## src/rtl/bcd_arith_pkg.sv

```systemverilog
`timescale 1ns/1ps
package bcd_arith_pkg;
  localparam int unsigned DW = 8;
  localparam int unsigned NW = DW / 2;

  typedef enum logic [1:0] {
    OP_IDLE = 2'b00,
    OP_ADD  = 2'b01,
    OP_SUB  = 2'b10,
    OP_CMP  = 2'b11
  } arith_op_e;
endpackage

```

## src/rtl/bin_adder_core.sv

```systemverilog
`timescale 1ns/1ps
module bin_adder_core
  import bcd_arith_pkg::*;
(
  input  logic [DW-1:0] a_in,
  input  logic [DW-1:0] b_in,
  input  logic          cin,
  input  logic          invert_b,
  input  logic          force_cin,
  output logic [DW-1:0] sum,
  output logic          n_out,
  output logic          v_out,
  output logic          z_out,
  output logic          c_out
);
  logic [DW-1:0] b_eff;
  logic          c_eff;
  logic [DW:0]   wide;

  always_comb begin
    b_eff = invert_b ? ~b_in : b_in;
    c_eff = force_cin ? 1'b1 : cin;
    wide  = {1'b0, a_in} + {1'b0, b_eff} + {{DW{1'b0}}, c_eff};
    sum   = wide[DW-1:0];
    c_out = wide[DW];
    n_out = wide[DW-1];
    z_out = (wide[DW-1:0] == '0);
    v_out = ~(a_in[DW-1] ^ b_eff[DW-1]) & (a_in[DW-1] ^ wide[DW-1]);
  end

  always_comb begin
    if (force_cin && invert_b)
      AST_CMP_CARRY_ORDER: assert (c_out == (a_in >= b_in));
  end
endmodule

```

## src/rtl/bcd_add_seq.sv

```systemverilog
`timescale 1ns/1ps
module bcd_add_seq
  import bcd_arith_pkg::*;
(
  input  logic [DW-1:0] a_in,
  input  logic [DW-1:0] b_in,
  input  logic          cin,
  output logic [DW-1:0] res,
  output logic          c_out,
  output logic          n_out,
  output logic          v_out
);
  logic        [NW:0]   lo_raw;
  logic        [NW:0]   lo_fix;
  logic        [NW:0]   hi_pair;
  logic        [DW:0]   u_sum;
  logic        [DW+1:0] u_fix;
  logic signed [DW+1:0] s_sum;

  always_comb begin
    lo_raw  = {1'b0, a_in[NW-1:0]} + {1'b0, b_in[NW-1:0]} + {{NW{1'b0}}, cin};
    lo_fix  = (lo_raw >= 5'd10) ? {1'b1, lo_raw[NW-1:0] + 4'd6} : lo_raw;
    hi_pair = {1'b0, a_in[DW-1:NW]} + {1'b0, b_in[DW-1:NW]};
    u_sum   = {hi_pair, 4'b0000} + {4'b0000, lo_fix};
    u_fix   = (u_sum >= 9'h0A0) ? ({1'b0, u_sum} + 10'h060) : {1'b0, u_sum};
    res     = u_fix[DW-1:0];
    c_out   = (u_fix >= 10'h100);
    s_sum   = $signed({{2{a_in[DW-1]}}, a_in[DW-1:NW], 4'b0000})
            + $signed({{2{b_in[DW-1]}}, b_in[DW-1:NW], 4'b0000})
            + $signed({5'b00000, lo_fix});
    n_out   = s_sum[DW-1];
    v_out   = (s_sum > 10'sd127) || (s_sum < -10'sd128);
  end

  always_comb begin
    if (a_in[7:4] <= 4'd9 && a_in[3:0] <= 4'd9 && b_in[7:4] <= 4'd9 && b_in[3:0] <= 4'd9)
      AST_BCD_ADD_DIGITS: assert (res[7:4] <= 4'd9 && res[3:0] <= 4'd9);
  end
endmodule

```

## src/rtl/bcd_sub_seq.sv

```systemverilog
`timescale 1ns/1ps
module bcd_sub_seq
  import bcd_arith_pkg::*;
(
  input  logic [DW-1:0] a_in,
  input  logic [DW-1:0] b_in,
  input  logic          cin,
  output logic [DW-1:0] res
);
  logic signed [NW:0] lo_raw;
  logic signed [NW:0] lo_fix;
  logic signed [DW:0] s_sum;

  always_comb begin
    lo_raw = $signed({1'b0, a_in[NW-1:0]}) - $signed({1'b0, b_in[NW-1:0]})
           + $signed({4'b0000, cin}) - 5'sd1;
    lo_fix = lo_raw[NW] ? $signed({1'b1, lo_raw[NW-1:0] - 4'd6}) : lo_raw;
    s_sum  = $signed({1'b0, a_in[DW-1:NW], 4'b0000})
           - $signed({1'b0, b_in[DW-1:NW], 4'b0000})
           + $signed({{4{lo_fix[NW]}}, lo_fix});
    res    = s_sum[DW-1:0] - (s_sum[DW] ? 8'h60 : 8'h00);
  end

  always_comb begin
    if (a_in[7:4] <= 4'd9 && a_in[3:0] <= 4'd9 && b_in[7:4] <= 4'd9 && b_in[3:0] <= 4'd9)
      AST_BCD_SUB_DIGITS: assert (res[7:4] <= 4'd9 && res[3:0] <= 4'd9);
  end
endmodule

```

## src/rtl/bcd_arith_unit.sv

```systemverilog
`timescale 1ns/1ps
module bcd_arith_unit
  import bcd_arith_pkg::*;
(
  input  logic          clk,
  input  logic          rst_n,
  input  logic [1:0]    op_sel,
  input  logic          dec_mode,
  input  logic          carry_in,
  input  logic [DW-1:0] acc_a,
  input  logic [DW-1:0] opnd_b,
  output logic [DW-1:0] res_q,
  output logic          res_we,
  output logic          flag_n,
  output logic          flag_v,
  output logic          flag_z,
  output logic          flag_c,
  output logic          we_n,
  output logic          we_v,
  output logic          we_z,
  output logic          we_c
);
  arith_op_e     op;
  logic [1:0]    rst_pipe;
  logic          rst_ok;

  logic [DW-1:0] bin_sum, dadd_res, dsub_res;
  logic          bin_n, bin_v, bin_z, bin_c;
  logic          dadd_c, dadd_n, dadd_v;

  logic [DW-1:0] res_nx;
  logic          n_nx, v_nx, z_nx, c_nx;
  logic          res_we_nx, we_n_nx, we_v_nx, we_z_nx, we_c_nx;
  logic          load_en;

  assign op = arith_op_e'(op_sel);

  always_ff @(posedge clk or negedge rst_n) begin
    if (!rst_n) rst_pipe <= 2'b00;
    else        rst_pipe <= {rst_pipe[0], 1'b1};
  end
  assign rst_ok = rst_pipe[1];

  bin_adder_core u_bin (
    .a_in(acc_a), .b_in(opnd_b), .cin(carry_in),
    .invert_b(op == OP_SUB || op == OP_CMP), .force_cin(op == OP_CMP),
    .sum(bin_sum), .n_out(bin_n), .v_out(bin_v), .z_out(bin_z), .c_out(bin_c)
  );

  bcd_add_seq u_dadd (
    .a_in(acc_a), .b_in(opnd_b), .cin(carry_in),
    .res(dadd_res), .c_out(dadd_c), .n_out(dadd_n), .v_out(dadd_v)
  );

  bcd_sub_seq u_dsub (
    .a_in(acc_a), .b_in(opnd_b), .cin(carry_in), .res(dsub_res)
  );

  always_comb begin
    res_nx = res_q;
    n_nx = flag_n; v_nx = flag_v; z_nx = flag_z; c_nx = flag_c;
    res_we_nx = 1'b0; we_n_nx = 1'b0; we_v_nx = 1'b0; we_z_nx = 1'b0; we_c_nx = 1'b0;
    load_en = 1'b1;
    unique case (op)
      OP_ADD: begin
        res_nx = dec_mode ? dadd_res : bin_sum;
        n_nx   = dec_mode ? dadd_n : bin_n;
        v_nx   = dec_mode ? dadd_v : bin_v;
        z_nx   = dec_mode ? (dadd_res == '0) : bin_z;
        c_nx   = dec_mode ? dadd_c : bin_c;
        {res_we_nx, we_n_nx, we_v_nx, we_z_nx, we_c_nx} = 5'b11111;
      end
      OP_SUB: begin
        res_nx = dec_mode ? dsub_res : bin_sum;
        n_nx = bin_n; v_nx = bin_v; z_nx = bin_z; c_nx = bin_c;
        {res_we_nx, we_n_nx, we_v_nx, we_z_nx, we_c_nx} = 5'b11111;
      end
      OP_CMP: begin
        n_nx = bin_n; z_nx = bin_z; c_nx = bin_c;
        {we_n_nx, we_z_nx, we_c_nx} = 3'b111;
      end
      default: load_en = 1'b0;
    endcase
  end

  always_ff @(posedge clk or negedge rst_ok) begin
    if (!rst_ok) begin
      res_q  <= '0;
      flag_n <= 1'b0; flag_v <= 1'b0; flag_z <= 1'b0; flag_c <= 1'b0;
      res_we <= 1'b0; we_n <= 1'b0; we_v <= 1'b0; we_z <= 1'b0; we_c <= 1'b0;
    end else begin
      res_we <= res_we_nx; we_n <= we_n_nx; we_v <= we_v_nx;
      we_z   <= we_z_nx;   we_c <= we_c_nx;
      if (load_en) begin
        res_q  <= res_nx;
        flag_n <= n_nx; flag_v <= v_nx; flag_z <= z_nx; flag_c <= c_nx;
      end
    end
  end

  AST_IDLE_HOLDS: assert property (@(posedge clk) disable iff (!rst_ok)
    (op_sel == 2'b00) |=> ($stable(res_q) && $stable(flag_z) && !res_we && !we_c));
  AST_CMP_KEEPS_V_RES: assert property (@(posedge clk) disable iff (!rst_ok)
    (op_sel == 2'b11) |=> ($stable(res_q) && $stable(flag_v) && !we_v && !res_we));
  AST_CMP_EQUAL: assert property (@(posedge clk) disable iff (!rst_ok)
    (op_sel == 2'b11 && acc_a == opnd_b) |=> (flag_z && flag_c));
  AST_DEC_SUB_FLAGS: assert property (@(posedge clk) disable iff (!rst_ok)
    (op_sel == 2'b10 && dec_mode && acc_a == opnd_b && carry_in) |=> (flag_z && flag_c && res_q == 8'h00));
endmodule

```

## config.mk

```make
export PLATFORM = sky130hd
export DESIGN_NAME = bcd_arith_unit
export DESIGN_NICKNAME = d
export VERILOG_FILES = /design/src/rtl/bcd_arith_pkg.sv /design/src/rtl/bin_adder_core.sv /design/src/rtl/bcd_add_seq.sv /design/src/rtl/bcd_sub_seq.sv /design/src/rtl/bcd_arith_unit.sv
export SDC_FILE = /design/constraint.sdc
export NUM_CORES = 1
export LEC_CHECK = 0
export ABC_CLOCK_PERIOD_IN_PS = 1210
export CORE_UTILIZATION = 60
export DETAILED_ROUTE_END_ITERATION = 10
export PLACE_DENSITY = 0.95
export SYNTH_ARGS = -nofsm -noshare
export SYNTH_HDL_FRONTEND = slang
export SYNTH_HIERARCHICAL = 1
export SYNTH_SLANG_ARGS = --single-unit
```

## constraint.sdc

```tcl
create_clock -name clk -period 1.21 [get_ports clk]
set_input_delay 0.242 -clock clk [delete_from_list [all_inputs] [get_ports clk]]
set_output_delay 0.242 -clock clk [all_outputs]
set_load 0.01 [all_outputs]
```

==> results.yml, run 1 <==
logic_synthesis:
  synth_nets: 434
  synth.largest_area_cell: "ha_1"
  netlist_area_um2: 3110
  synth_ff_type: "dfrtp_1"
  synth-async-reset-ratio_pct: 100
  synth_cell_types: 68
  synth_top_area_share_pct: 14.9
  yosysSeqAreaShare_pct: 12.9
  synth_area_leaders: "ha_1, dfrtp_1, fa_1"
  postSynthCellCount: 359
  syn_area_per_cell_um2: 8.67
  synth-seq-cells: 16
  yosysWarnings: 6
  synth_edf_count: 0
floorplanning:
  ios: 39
  core.rowCount: 25
  start_util_pct: 64.2
  die_w_um: 74.0
  die_h_um: 74.0
place:
  port_buffers: 38
  globalplace.congestion: 0.938
  place.detailed.hpwl_mm: 10.7
  place_ws_ns: -4.53
status:
  stop_stage: "clock tree synthesis"
  status: "aborted with a tool error"
  tool.error: "[ERROR DPL-0038] Utilization greater than 100%, impossible to legalize"
clock_tree:
  clock-sinks: 16
  ctsHoldBuffers: 0
  clockBufferDepth: 2
  clockRootBuffer: "clkbuf_8"
  cts.htree.levels: 1
  cts_resized: 130
  post_cts_buffers: 39
  numCtsBuffers: 3
cells by family after synthesis:
logic type | after synthesis | synth area share, %
mux | 27 | 9.88
compound gates | 79 | 18.2
xor+xnor | 25 | 8.24
buf+inv | 59 | 7.99
fa+ha+maj | 53 | 25.2
simple gates | 99 | 17.5
flops | 16 | 12.9
other cells | 1 | 0.120
stage by stage:
step / cells / util [%] / TNS, ns / cell area, um2 / hold slack, ns
after floorplan: 359 / - / -25.92 / 3430 / -0.0536
after global placement: 574 / 97.0 / -35.17 / 4700 / 0.226
after detailed placement: 574 / 97.0 / -37.98 / 4700 / 0.237
cells in the mapped netlist (3+ instances only):
cell type  count
inv_1         49
ha_1          37
nor2_1        28
a21oi_1       23
dfrtp_1       16
fa_1          16
mux2i_1       15
xor2_1        15
nand2_1       13
mux2_2        10
nand3_1        9
nor3_1         8
o21ai_0        7
a21o_1         6
nand2b_1       6
xnor2_1        6
buf_4          5
or2_2          5
a211o_1        4
a211oi_1       4
a31o_1         4
nor2b_1        4
nor4_1         4
o2111ai_1      4
o211ai_1       4
and3_1         3
o211a_1        3
o21ai_1        3
==> run 2, diff against run 1 <==
CORE_UTILIZATION = 40   (was 60)
PLACE_DENSITY = not set   (was 0.95)
PLACE_DENSITY_LB_ADDON = 0.15   (was not set)
==> results.yml, run 2 <==
status:
  status: "complete, but fails checks"
  violations: "negative setup slack"
worst_setup_path:
  cp.depth: 27
  crit_family: "adder cells"
  crit_type: "input pin to flop"
  r2r_slack_ns: 0.42
  cp-endpoint: "res_q[7]"
  ff2ff_path_depth: 1
  path_buf_inv: 7
  slowest_stage: "fa_2"
  slowest_delay_ns: 0.42
  critical_path_peak_fanout: 5
  path_common_cell: "fa_2"
  crit_required_ns: 1.41
  end_kind: "flop"
  r2r_end: "res_q[0]"
  crit_path_start: "opnd_b[0]"
  reg2reg_from: "res_q[0]"
  cp-start-kind: "input pin"
  crit_arrival_ns: 5.06
clock_tree:
  clk_pin_slew_ns: 0.07
  clk_latency_ns: 0.26
  numCtsBuffers: 3
  clockRootBuffer: "clkbuf_8"
  cts.htree.levels: 1
  clockBufferDepth: 2
  cts_tree: "yes"
  ctsHoldBuffers: 0
  clock-sinks: 16
worst_hold_path:
  hold_class: "input pin to async pin"
power_and_ir_drop:
  cellLeakagePower_nw: 2.52
  power_mw: 7.96
  peakVddDrop_uv: 1520
  power_density_nw_per_um2: 1490
place:
  globalplace.congestion: 0.857
  place_ws_ns: -4.30
  port_buffers: 38
  place.detailed.hpwl_mm: 7.50
  dp.cells: 607
detailed_routing:
  avgViaCountPerCell: 5.18
  initialDrtViolationCount: 81
  drc_errors: 0
  drtAntennaViolNets: 0
  avgRoutedWirePerCell_um: 15.3
  routed_wirelength_mm: 9.71
  dr.pass1.iters: 4
  vias: 3292
logic_synthesis:
  synth_top_area_share_pct: 14.9
  synth-async-reset-ratio_pct: 100
  yosys-top-cells-count: "inv_1, ha_1, nor2_1"
  synth_edf_count: 0
  netlist_area_um2: 3110
  synth_cell_types: 68
  yosysSeqAreaShare_pct: 12.9
  synth.most_common_cell: "inv_1"
  postSynthCellCount: 359
  synth_nets: 434
  yosysWarnings: 6
  synth-seq-cells: 16
  synth_area_leaders: "ha_1, dfrtp_1, fa_1"
  synth_ff_type: "dfrtp_1"
  synth.largest_area_cell: "ha_1"
  syn_area_per_cell_um2: 8.67
cells_and_area:
  regMostFlops: "res_q"
  largest_reg_flops: 8
  fin_cells: 636
  reg.largest.list: "res_q (8), rst_pipe (2)"
  syn_to_final_growth_pct: 71.4
  nNetsFinal: 613
  drive_gt1_share_pct: 49.5
  final_common_cell: "buf_4"
  diodes: 0
  layout_common_cells: "buf_4, inv_1, nor2_1"
sta:
  fin_worst_skew_ns: 0.00597
  hold_viol_final: 0
  max_freq_mhz: 206
  tightest_slew_ns: 0.589
  final-setup-viol-count: 12
  relSlewSlack_pct: 60.7
  setup_slack_ns: -3.65
  rsz0062_at_grt: "true"
  min_period_ns: 4.86
  slew_violations: 0
  holdWs_ns: 0.144
  finalCritPeriodShare_pct: 402
global_routing:
  grt_antenna_before_repair: 0
  grt_pass1_vias: 3318
  overflow: 0
  grt_use_total_pct: 23.7
  grt_pass1_wl_mm: 15.6
  grt_start_max_net_pins: 17
floorplanning:
  die_w_um: 90.2
  coreArea_um2: 7370
  ios: 39
  die_h_um: 90.2
  core.rowCount: 31
  die-area_um2: 8140
  start_util_pct: 42.3
run:
  max_cap_violations: 0
run 2: cell counts after synthesis:
Identical to the previous run, type by type.
run 2: how the worst min path moves through the flow:
stage | start | depth (start not counted) | slack (ns) | to
after floorplan | rst_n | 0 | -0.05 | rst_pipe[0]
after global placement | rst_pipe[1] | 0 | 0.25 | we_v
after detailed placement | rst_pipe[1] | 0 | 0.26 | flag_z
after CTS | rst_n | 1 | 0.14 | rst_pipe[0]
after global routing | rst_n | 1 | 0.14 | rst_pipe[1]
final | rst_n | 1 | 0.14 | rst_pipe[0]
run 2: layout make-up:
| cell class | count | area, um2 |
|---|---|---|
| multi-input cells | 284 | 3030 |
| fillers | 542 | 2030 |
| repair buffers | 183 | 1530 |
| flip-flops and latches | 16 | 400 |
| inverters | 50 | 203 |
| well taps | 99 | 124 |
| clock buffers | 4 | 55.1 |
run 2: cell families after synthesis:
family / synth area share [%]
and+or+nand+nor: 17.5
AOI/OAI and AO/OA: 18.2
buffers and inverters: 7.99
adders and majority gates: 25.2
muxes: 9.88
xor gates and xnor gates: 8.24
DFF: 12.9
other: 0.120
run 2: repair_timing:
| action | CTS | global route |
|---|---|---|
| resized for setup | 94 | 30 |
| hold endpoints to repair | 0 | 0 |
| endpoints found under the setup margin | 31 | 15 |
| pin swaps | 48 | 43 |
| buffers inserted | 10 | 17 |
run 2: routing by layer:
metal  share of wire (%)  track usage, %  wire length [um]
met5                   0               0                 0
met4                 1.0            4.57                97
met2                  55            44.1              5300
met1                  42            29.6              4060
met3                 2.6            2.54               251
run 2: power breakdown:
group,switching [mW],internal (mW)
registers,0.0964,0.693
logic,3.10,3.58
clock network,0.203,0.289
run 2: stage by stage:
step                cell area [um2]  TNS, ns  util, %
CTS                            5050   -27.70     68.5
detailed placement             4760   -36.39     64.6
finish                         5340   -27.73     72.4
floorplan                      3430   -25.92        -
global route                   5340   -29.33     72.4
global placement               4760   -35.39     64.6
Note: power is estimated with default switching activity, not from simulation.
==> run 3, diff against run 2 <==
CAP_MARGIN = 20   (was not set)
SLEW_MARGIN = 20   (was not set)
==> results of run 3 <==
Same layout as run 2: the final DEF is identical, and so are final timing and power.
